--- src/rtl/rxaf_pkg.sv ---
// Shared types for the receive destination address filter.
package rxaf_pkg;
    // Which acceptance rule produced the decision.
    typedef enum logic [2:0] {
        MT_NONE  = 3'd0,
        MT_UNI   = 3'd1,
        MT_MCAST = 3'd2,
        MT_BCAST = 3'd3,
        MT_PROM  = 3'd4
    } match_t;
endpackage

--- src/rtl/rxaf_station_reg.sv ---
// Station address store.
// Holds ADDR_BYTES bytes written one at a time. Byte b is the b-th byte after
// the start of frame. Assumes the writer keeps wr_idx below ADDR_BYTES.
module rxaf_station_reg #(
    parameter int ADDR_BYTES = 6,
    localparam int IDX_W = $clog2(ADDR_BYTES)
) (
    input  logic                    clk,
    input  logic                    rst_n,
    input  logic                    wr_en,
    input  logic [IDX_W-1:0]        wr_idx,
    input  logic [7:0]              wr_data,
    output logic [8*ADDR_BYTES-1:0] sta
);
    for (genvar b = 0; b < ADDR_BYTES; b++) begin : g_byte
        logic [7:0] q;
        // Load this byte when its index is written.
        always_ff @(posedge clk) begin
            if (!rst_n) begin
                q <= '0;
            end else if (wr_en && wr_idx == IDX_W'(b)) begin
                q <= wr_data;
            end
        end
        assign sta[8*b +: 8] = q;
    end
endmodule

--- src/rtl/rxaf_hash_table.sv ---
// Multicast hash table.
// 2**HASH_BITS single-bit entries, written a byte at a time and read by index.
// Assumes HASH_BITS >= 3, so that the table holds whole bytes.
module rxaf_hash_table #(
    parameter int HASH_BITS = 6,
    localparam int DEPTH  = 1 << HASH_BITS,
    localparam int NBYTES = DEPTH / 8,
    localparam int IDX_W  = $clog2(NBYTES)
) (
    input  logic                 clk,
    input  logic                 rst_n,
    input  logic                 wr_en,
    input  logic [IDX_W-1:0]     wr_idx,
    input  logic [7:0]           wr_data,
    input  logic [HASH_BITS-1:0] look_idx,
    output logic                 look_bit
);
    logic [DEPTH-1:0] tbl;

    for (genvar b = 0; b < NBYTES; b++) begin : g_byte
        logic [7:0] q;
        // Load this table byte when its index is written.
        always_ff @(posedge clk) begin
            if (!rst_n) begin
                q <= '0;
            end else if (wr_en && wr_idx == IDX_W'(b)) begin
                q <= wr_data;
            end
        end
        assign tbl[8*b +: 8] = q;
    end

    // Select the bit named by the hash index.
    assign look_bit = tbl[look_idx];
endmodule

--- src/rtl/rxaf_addr_capture.sv ---
// Address byte tracker.
// It counts the first ADDR_BYTES bytes after a frame start. As each byte arrives
// it folds it into three flags: equal to the station address, all ones, and the
// group bit (bit 0 of the first byte). The address itself is not stored.
// Assumes frm_start carries no data byte. Reset leaves the tracker full, so
// nothing is taken until the first frame start.
module rxaf_addr_capture #(
    parameter int ADDR_BYTES = 6,
    localparam int CNT_W = $clog2(ADDR_BYTES + 1)
) (
    input  logic                    clk,
    input  logic                    rst_n,
    input  logic                    frm_start,
    input  logic                    rx_valid,
    input  logic [7:0]              rx_byte,
    input  logic [8*ADDR_BYTES-1:0] sta,
    output logic                    addr_full,
    output logic                    uni_hit,
    output logic                    bc_hit,
    output logic                    mc_bit
);
    localparam logic [CNT_W-1:0] FULL = CNT_W'(ADDR_BYTES);

    logic [CNT_W-1:0]      cnt_q;
    logic                  eq_q, ones_q, grp_q;
    logic [ADDR_BYTES-1:0] byte_eq;
    logic                  cur_eq;
    logic                  take;

    // Per-position comparison of the incoming byte with the station byte.
    for (genvar b = 0; b < ADDR_BYTES; b++) begin : g_cmp
        assign byte_eq[b] = (rx_byte == sta[8*b +: 8]);
    end

    // Pick the comparison that belongs to the current byte position.
    always_comb begin
        cur_eq = 1'b0;
        for (int i = 0; i < ADDR_BYTES; i++) begin
            if (cnt_q == CNT_W'(i)) cur_eq = byte_eq[i];
        end
    end

    assign take = rx_valid && (cnt_q != FULL);

    // Count address bytes and fold each one into the match flags.
    always_ff @(posedge clk) begin
        if (!rst_n) begin
            cnt_q  <= FULL;
            eq_q   <= 1'b0;
            ones_q <= 1'b0;
            grp_q  <= 1'b0;
        end else if (frm_start) begin
            cnt_q  <= '0;
            eq_q   <= 1'b1;
            ones_q <= 1'b1;
            grp_q  <= 1'b0;
        end else if (take) begin
            cnt_q  <= cnt_q + 1'b1;
            eq_q   <= eq_q & cur_eq;
            ones_q <= ones_q & (rx_byte == 8'hFF);
            if (cnt_q == '0) grp_q <= rx_byte[0];
        end
    end

    assign addr_full = (cnt_q == FULL);
    assign uni_hit   = eq_q;
    assign bc_hit    = ones_q;
    assign mc_bit    = grp_q;
endmodule

--- src/rtl/rxaf_decide.sv ---
// Decision stage.
// It ranks the acceptance rules (unicast, broadcast, hashed multicast,
// promiscuous) and registers the result for one cycle. This happens the first
// time a CRC snapshot is seen after the address is complete, and once per frame.
// Assumes the snapshot's hash bit is already looked up (hash_bit).
module rxaf_decide
    import rxaf_pkg::*;
(
    input  logic       clk,
    input  logic       rst_n,
    input  logic       frm_start,
    input  logic       snap_valid,
    input  logic       addr_full,
    input  logic       uni_hit,
    input  logic       bc_hit,
    input  logic       mc_bit,
    input  logic       hash_bit,
    input  logic       ctl_promisc,
    input  logic       ctl_mcast_en,
    input  logic       ctl_bcast_en,
    output logic       decide,
    output logic       accept,
    output logic [2:0] match_type
);
    match_t cls;
    logic   done_q;
    logic   fire;

    // Rank the rules; the first one that holds wins.
    always_comb begin
        if (uni_hit)
            cls = MT_UNI;
        else if (bc_hit && (ctl_bcast_en || (ctl_mcast_en && hash_bit)))
            cls = MT_BCAST;
        else if (mc_bit && ctl_mcast_en && hash_bit)
            cls = MT_MCAST;
        else if (ctl_promisc)
            cls = MT_PROM;
        else
            cls = MT_NONE;
    end

    assign fire = snap_valid && addr_full && !done_q && !frm_start;

    // Remember that this frame already has its decision.
    always_ff @(posedge clk) begin
        if (!rst_n)          done_q <= 1'b1;
        else if (frm_start)  done_q <= 1'b0;
        else if (fire)       done_q <= 1'b1;
    end

    // Register the one-cycle decision and its outcome.
    always_ff @(posedge clk) begin
        if (!rst_n) begin
            decide     <= 1'b0;
            accept     <= 1'b0;
            match_type <= MT_NONE;
        end else begin
            decide     <= fire;
            accept     <= fire && (cls != MT_NONE);
            match_type <= fire ? cls : MT_NONE;
        end
    end
endmodule

--- src/rtl/rx_addr_filter.sv ---
// Receive destination address filter (top).
// It combines the station address store, the hash table, the address tracker
// and the decision stage. The hash index is the top HASH_BITS bits of the CRC
// snapshot. Assumes the CRC snapshot strobe comes after the last address byte
// has been through the CRC unit.
module rx_addr_filter #(
    parameter int ADDR_BYTES = 6,
    parameter int HASH_BITS  = 6,
    parameter int CRC_W      = 32
) (
    input  logic                                    clk,
    input  logic                                    rst_n,
    input  logic                                    sta_wr_en,
    input  logic [$clog2(ADDR_BYTES)-1:0]           sta_wr_idx,
    input  logic [7:0]                              sta_wr_data,
    input  logic                                    tbl_wr_en,
    input  logic [$clog2((1 << HASH_BITS) / 8)-1:0] tbl_wr_idx,
    input  logic [7:0]                              tbl_wr_data,
    input  logic                                    ctl_promisc,
    input  logic                                    ctl_mcast_en,
    input  logic                                    ctl_bcast_en,
    input  logic                                    frm_start,
    input  logic                                    rx_valid,
    input  logic [7:0]                              rx_byte,
    input  logic                                    crc_snap_valid,
    input  logic [CRC_W-1:0]                        crc_snap,
    output logic                                    decide,
    output logic                                    accept,
    output logic [2:0]                              match_type
);
    logic [8*ADDR_BYTES-1:0] sta;
    logic [HASH_BITS-1:0]    hash_idx;
    logic                    hash_bit;
    logic                    addr_full, uni_hit, bc_hit, mc_bit;

    assign hash_idx = crc_snap[CRC_W-1 -: HASH_BITS];

    rxaf_station_reg #(.ADDR_BYTES(ADDR_BYTES)) u_sta (
        .clk     (clk),
        .rst_n   (rst_n),
        .wr_en   (sta_wr_en),
        .wr_idx  (sta_wr_idx),
        .wr_data (sta_wr_data),
        .sta     (sta)
    );

    rxaf_hash_table #(.HASH_BITS(HASH_BITS)) u_tbl (
        .clk      (clk),
        .rst_n    (rst_n),
        .wr_en    (tbl_wr_en),
        .wr_idx   (tbl_wr_idx),
        .wr_data  (tbl_wr_data),
        .look_idx (hash_idx),
        .look_bit (hash_bit)
    );

    rxaf_addr_capture #(.ADDR_BYTES(ADDR_BYTES)) u_cap (
        .clk       (clk),
        .rst_n     (rst_n),
        .frm_start (frm_start),
        .rx_valid  (rx_valid),
        .rx_byte   (rx_byte),
        .sta       (sta),
        .addr_full (addr_full),
        .uni_hit   (uni_hit),
        .bc_hit    (bc_hit),
        .mc_bit    (mc_bit)
    );

    rxaf_decide u_dec (
        .clk          (clk),
        .rst_n        (rst_n),
        .frm_start    (frm_start),
        .snap_valid   (crc_snap_valid),
        .addr_full    (addr_full),
        .uni_hit      (uni_hit),
        .bc_hit       (bc_hit),
        .mc_bit       (mc_bit),
        .hash_bit     (hash_bit),
        .ctl_promisc  (ctl_promisc),
        .ctl_mcast_en (ctl_mcast_en),
        .ctl_bcast_en (ctl_bcast_en),
        .decide       (decide),
        .accept       (accept),
        .match_type   (match_type)
    );
endmodule

--- config.mk ---
export PLATFORM = sky130hd
export DESIGN_NAME = rx_addr_filter
export DESIGN_NICKNAME = d
export VERILOG_FILES = /design/src/rtl/rxaf_pkg.sv /design/src/rtl/rxaf_station_reg.sv /design/src/rtl/rxaf_hash_table.sv /design/src/rtl/rxaf_addr_capture.sv /design/src/rtl/rxaf_decide.sv /design/src/rtl/rx_addr_filter.sv
export SDC_FILE = /design/constraint.sdc
export NUM_CORES = 1
export LEC_CHECK = 0
export ABC_AREA = 1
export BUFFER_PORTS_ARGS = -buffer_cell sky130_fd_sc_hd__clkbuf_2
export CORE_ASPECT_RATIO = 0.75
export CORE_MARGIN = 5
export CORE_UTILIZATION = 45
export CTS_BUF_LIST = sky130_fd_sc_hd__clkbuf_16
export CTS_CLUSTER_DIAMETER = 100
export DETAILED_ROUTE_END_ITERATION = 10
export SLEW_MARGIN = 15
export SYNTH_ARGS = -nofsm -noshare
export SYNTH_HDL_FRONTEND = slang
export SYNTH_SLANG_ARGS = --single-unit
--- constraint.sdc ---
create_clock -name clk -period 1.7 [get_ports clk]
set_input_delay 0.17 -clock clk [delete_from_list [all_inputs] [get_ports clk]]
set_output_delay 0.17 -clock clk [all_outputs]
set_load 0.01 [all_outputs]
==> results of run 1 <==
-- worst paths after layout --
path	from	to	slack, ns	cells after the start
setup / recovery	u_cap.cnt_q[0]	u_cap.uni_hit	0.05	14
setup reg to reg	u_cap.cnt_q[0]	u_cap.uni_hit	0.05	14
hold reg to reg	u_cap.uni_hit	u_cap.uni_hit	0.47	2
hold / removal	rx_valid	u_cap.mc_bit	0.04	3
-- metal layers --
| layer | share of wire (%) | routed length [um] | vias to the layer above | GRT usage [%] |
|---|---|---|---|---|
| met5 | 0 | 0 | - | 0 |
| li1 | - | - | 2993 | - |
| met1 | 53 | 8860 | 2581 | 34.2 |
| met3 | 5.6 | 934 | 16 | 4.43 |
| met4 | 1.3 | 216 | 0 | 7.26 |
| met2 | 40 | 6630 | 148 | 29.9 |
-- worst max-delay path, delay by kind of cell (launching register included) --
family / cells / cell delay (ns)
AND/OR/NAND/NOR: 8 / 0.46
flip-flops: 1 / 0.36
buffers and inverters: 3 / 0.30
AO/OA/AOI/OAI: 2 / 0.26
adder cells (fa/ha/maj): 1 / 0.20
-- power breakdown --
group,internal (mW),switching (mW),total [mW]
combinational,0.301,0.499,0.799
clock,1.92,1.20,3.12
sequential,3.02,0.0546,3.07
-- registers in the layout (all words and copies together), names as in the netlist --
| name | flops |
|---|---|
| u_sta.g_byte.q | 48 |
| u_cap.bc_hit | 1 |
| u_dec.decide | 1 |
| u_cap.mc_bit | 1 |
| u_cap.uni_hit | 1 |
| u_cap.cnt_q | 3 |
| u_dec.accept | 1 |
| u_dec.match_type | 3 |
| u_dec.done_q | 1 |
| u_tbl.g_byte.q | 64 |
-- metrics by stage --
step	power, mW	cell area, sq um	util [%]
floorplan	3.61	5970	-
global placement	3.91	6600	50.7
detailed placement	3.91	6600	50.7
CTS	7.05	7100	54.5
global route	7.29	7100	54.6
finish	6.99	7100	54.6
-- synthesized netlist by cell type, types with 4 or more instances --
cell type and count:
buf_6 9, buf_2 10, xnor2_1 14, inv_1 74
ha_1 5, nand4_1 9, nand3_1 70, nand2_1 174
clkbuf_1 17, nor2_1 212, dfxtp_1 124, a21oi_1 30
nand2_2 5, xor2_1 4, buf_1 8, o21ai_0 118
-- final cells by class --
class,count,area (sq um)
clock inverters,10,66.3
flip-flops and latches,124,2480
fillers,1321,5910
repair buffers,93,663
inverters,77,294
well taps,171,214
multi-input cells,655,2960
clock buffers,17,425
-- cell families after synthesis --
group | Yosys count
AO/OA/AOI/OAI | 151
adder cells (fa/ha/maj) | 5
AND/OR/NAND/NOR | 481
flip-flops | 124
buffers and inverters | 121
XOR/XNOR | 18
-- repair_timing --
| item | CTS | global route |
|---|---|---|
| hold buffers | 1 | 0 |
| endpoints found under the setup margin | 0 | 4 |
| gates resized for setup | 0 | 5 |
| endpoints found under the hold margin | 2 | 0 |
==> impl_results.md, run 1 <==
* DRC errors left at 0
* Synth-to-Final Area Change at 18.9%
* Pins Over Slew Limit at 0
* Final #Nets at 1045
* Max-Cap Viols at 0
* Mux cell area share after synthesis at 0%
* Leak pwr at 3.26 nW
* RSZ-0062 raised after global routing: true
* Worst IR Drop VDD at 822 uV
* Max Buffers Root-to-Sink at 2
* Adder-cell share of the synthesized area at 1.05%
* Layout Skew at 0.00812 ns
* Core area at ~13000 sq um
* XOR/XNOR share of the synthesized area at between 2 and 3%
* Share of cells above drive strength 1 at 13.3%
* Clock sink count at 124
* Ant. Diodes at 0
* Final setup viols at 0
* Setup TNS at 0 ns
* Share of synthesized registers carrying an async set or reset at 0%
* Simple-Gate Fraction of Synth Area at 33.0%
* PD cells at slightly below 1000 nW/um^2
* Initial Utilization at 45.9%
* Hold slack final at 0.0373 ns
* Grt ovf at 0
* CTS tree: done
* CTS H-tree depth at 4
* Maximum clock frequency at approximately 610 MHz
* Largest family of logic cells by synthesized area: simple AND/OR/NAND/NOR gates
* Mean Syn Cell Area at 6.64 sq um
* Status: complete, no violations
* Startpoint Class: register
* Die Footprint at roughly 16000 sq um
* Synth Area in Compound Gates at 12.8%
* Synthesized area at roughly 6000 sq um
* Critical Path RT at 2.05 ns
* Max-slew headroom at 66.9%
* Library cells used by synthesis at 28
* Max incr delay on CP at 0.36 ns
* Clk slew on worst S/H paths at around 0.05 ns
* Worst-Skew Late Latency at 0.42 ns
* Worst setup margin at ~0.051 ns
* Postcts setup bufs at 0
* Most frequent cells in the layout: nor2_1 (211), nand2_1 (174), dfxtp_1 (123), o21ai_0 (117), inv_1 (77)
* Pre-CTS setup slack at -0.0149 ns
* First DRT Iteration DRCs at 527
* Std cell rows at 36
* Routability Congestion at 0.865
* Post-Synthesis Cells at 900
* Height of the die at 110 um
* Synth Net Count at 977
* Placed insts at 1119
* DR pass1 iterations at 6
* Leading cell type in the layout, fill and taps excluded: nor2_1
* Post-DP HPWL at 11.3 mm
* Root buffer selected by CTS: clkbuf_16
* Ys Warns at 0
* Die W at around 140 um
* CP Max Fanout at 3
* Worst-path cell chain: inv_1, buf_4, ha_1, inv_1, nor2_1, a21oi_1, nand2_1, nand2_1, nand2_1, nand2_1, nand2_1, nand2_1, nand2_1, a21oi_1
* Tot GR Track Use at 22.0%
* Number of global-route vias before repair at 5037
* Number of port buffers at 50
* Worst setup path category: reg -> reg
* Initial antenna violation count at 0
* Crit path time final at ~1.6 ns
* Worst-Margin Slew at 0.494 ns
* Drt via density at 5.00
* Global-route wire length before repair at 26.6 mm
* IO Count at 77
* Post-synthesis cell type with the largest combined area: dfxtp_1
* Synth area leaders: dfxtp_1 (42%), nor2_1 (13%), nand2_1 (11%)
* Arr. time, crit path at 2.00 ns
* Critical path capture point type: register
* CP most frequent cell: nand2_1
* Via count at between 5000 and 6000
* CTS Buf Count at 17
* DRT Wirelength at 16.6 mm
* EDFF count, synth at 0
* Final Hold Viols at 0
* #FFs+latches synth at 124
* Routed WL per cell at 14.5 um
* Largest net degree at the start of global routing at 100
* Final ANT Viol Nets at 0
* Layout Cells excl Fill at 1147
* Sequential share of the synthesized area at 41.5%
* Final Cycle Share at 97.0%
* Top cell type's share of synthesized area at slightly above 40%
* Hold/Removal Path Class: in -> reg
* Synth Flop Type: dfxtp_1
* Slowest CP cell: dfxtp_1
(Power assumes the default switching activity.)
==> run 2: changes to the inputs <==
ABC_AREA = default   (was 1)
==> run 2 against run 1 <==
Compared with the run above: the run now ends with negative setup slack left; synthesized cell count down 21%; total power up 1.2%; final area up 1.0%; via count down 12%; combinational power down 12%; sequential power down 2%; largest power group unchanged; highest routed layer unchanged.
==> impl_results.md, run 2 <==
* Status: complete, but fails checks
* Failing checks: negative setup slack
* Number of global-route vias before repair at between 4000 and 5000
* Routability Congestion at 0.982
* Crit path time final at 1.97 ns
* CP Max Fanout at 3
* Initial Utilization at 46.1%
* Worst-Margin Slew at 0.567 ns
* Library cells used by synthesis at 42
* Initial antenna violation count at 0
* Sequential share of the synthesized area at 41.4%
* Grt ovf at 0
* Critical Path RT at 2.00 ns
* DR pass1 iterations at 5
* Most frequent cells in the layout: nand2_1 (220), dfxtp_1 (122), a21boi_0 (104), clkbuf_2 (50), buf_4 (33)
* CTS tree: done
* Max Buffers Root-to-Sink at 2
* Max reg flops at 64
* DP Area at 6530 sq um
* Leak pwr at approximately 2.7 nW
* Largest net degree at the start of global routing at 118
* Pins Over Slew Limit at 0
* Pre-CTS setup slack at -0.490 ns
* Ys Warns at 0
* Final Cycle Share at 116%
* Routed WL per cell at 17.5 um
* Synth Net Count at 787
* Leading cell type in the layout, fill and taps excluded: nand2_1
* Synth area leaders: dfxtp_1 (41%), nand2_1 (14%), a21boi_0 (13%)
* CTS Buf Count at 17
* Share of cells above drive strength 1 at 17.7%
* Arr. time, crit path at 2.27 ns
* # hold bufs at CTS at 0
* Post-synthesis cell type with the largest combined area: dfxtp_1
* Global-route wire length before repair at 26.4 mm
* Top flop regs: u_tbl.g_byte.q (64), u_sta.g_byte.q (48)
* Final #Nets at about 850
* Clk slew on worst S/H paths at 0.05 ns
* CTS H-tree depth at 4
* Final setup viols at 4
* Height of the die at 110 um
* Worst setup margin at -0.273 ns
* Max-Cap Viols at 0
* Hold/Removal Path Class: in -> reg
* Final Hold Viols at 0
* Die Footprint at around 16000 sq um
* DRC errors left at 0
* Share of synthesized registers carrying an async set or reset at 0%
* Synthesized area at 6000 sq um
* Synth Flop Type: dfxtp_1
* IO Count at between 70 and 80
* Die W at ~140 um
* PD cells at roughly 1000 nW/um^2
* Via count at 5067
* RSZ-0062 raised after global routing: true
* Startpoint Class: register
* Critical path capture point type: register
* Commonest cells post-synth: nand2_1 (220), dfxtp_1 (124), a21boi_0 (104)
* Most frequent cell after synthesis: nand2_1
* Layout Skew at 0.00342 ns
* Final ANT Viol Nets at 0
* Clock sink count at 124
* Maximum clock frequency at a little over 500 MHz
* Number of port buffers at 50
* EDFF count, synth at 0
* Max-slew headroom at just over 60%
* #FFs+latches synth at 124
* Reg with most FFs: u_tbl.g_byte.q
* Post-DP HPWL at between 10 and 15 mm
* Top cell type's share of synthesized area at 41.4%
* Postcts setup bufs at 0
* Ant. Diodes at 0
* Drt via density at 5.33
* Tot GR Track Use at 22.2%
* DRT Wirelength at 16.7 mm
* First DRT Iteration DRCs at between 400 and 500
* Synth-to-Final Area Change at 19.6%
* Fin area at 7180 sq um
* Worst-Skew Late Latency at 0.42 ns
* Fillers at 1199
* Worst setup path category: reg -> reg
* Worst IR Drop VDD at 758 uV
* Mean Syn Cell Area at ~8.5 sq um
* Core area at 13000 sq um
* Post-Synthesis Cells at 710
* Root buffer selected by CTS: clkbuf_16
* Std cell rows at 36
[run 2: cell count changes in the layout (fill, tap and decap cells not counted), moves of 46 or more]
cell and delta:
nand3_1 -58, a21boi_0 +104, nand2_1 +46, nor2_1 -196, o21ai_0 -110, inv_1 -68
[run 2: critical path: stages (launching register included)]
cell and delay (ns):
dfxtp_1 0.31, mux4_2 0.48, mux4_2 0.52, o211a_4 0.27, o31ai_4 0.18, a211oi_1 0.09
[run 2: timing repair]
action | 4_1_cts | 5_1_grt
gates resized for setup | 9 | 14
pin swaps | 6 | 3
endpoints found under the hold margin | 0 | 0
endpoints found under the setup margin | 5 | 5
[run 2: where the power goes]
group | internal [mW] | switching [mW]
Clock | 2.09 | 1.26
Combinational | 0.292 | 0.413
Sequential | 2.98 | 0.0440
Total | 5.36 | 1.72
[run 2: cell type report]
| cell class | instances | area (sq um) | area share [%] |
|---|---|---|---|
| clock buffers | 17 | 425 | 5.93 |
| clock inverters | 13 | 110 | 1.53 |
| inverters | 9 | 33.8 | 0.471 |
| multi-input cells | 532 | 3380 | 47.1 |
| flip-flops and latches | 124 | 2480 | 34.6 |
| well taps | 171 | 214 | 2.98 |
| repair buffers | 85 | 529 | 7.38 |
[run 2: per-stage QoR]
stage	TNS (ns)	power (mW)	utilization, %	hold slack (ns)	std cells
CTS	-1.14	7.11	54.6	0.0162	951
floorplan	-0.446	3.49	-	0.281	710
finish	-1.03	7.08	55.1	0.0341	951
global placement	-1.75	3.73	50.2	0.437	921
global route	-1.32	7.35	55.1	0.0458	951
detailed placement	-1.92	3.75	50.2	0.457	921
[run 2: path summary, 6_finish.rpt]
path                            cells after the start                 start  slack [ns]              endpoint
worst max-delay path                                5  u_tbl.g_byte[7].q[7]       -0.27   u_dec.match_type[1]
worst min register to register                      2  u_tbl.g_byte[0].q[4]        0.46  u_tbl.g_byte[0].q[4]
worst max register to register                      5  u_tbl.g_byte[7].q[7]       -0.27   u_dec.match_type[1]
worst min-delay path                                3           ctl_promisc        0.03          u_dec.accept
[run 2: kinds of logic after synthesis]
group	synth area share (%)
multiplexers	8.07
flip-flops	41.4
buffers and inverters	3.86
adder cells (fa/ha/maj)	1.04
AO/OA/AOI/OAI	16.8
AND/OR/NAND/NOR	21.7
XOR/XNOR	7.15
[run 2: metal layers]
| layer | global-route usage (%) | up-vias | wire length (um) |
|---|---|---|---|
| li1 | - | 2500 | - |
| met1 | 33.8 | 2406 | 8510 |
| met2 | 30.6 | 138 | 6750 |
| met3 | 6.04 | 23 | 1170 |
| met4 | 6.45 | 0 | 225 |
| met5 | 0 | - | 0 |
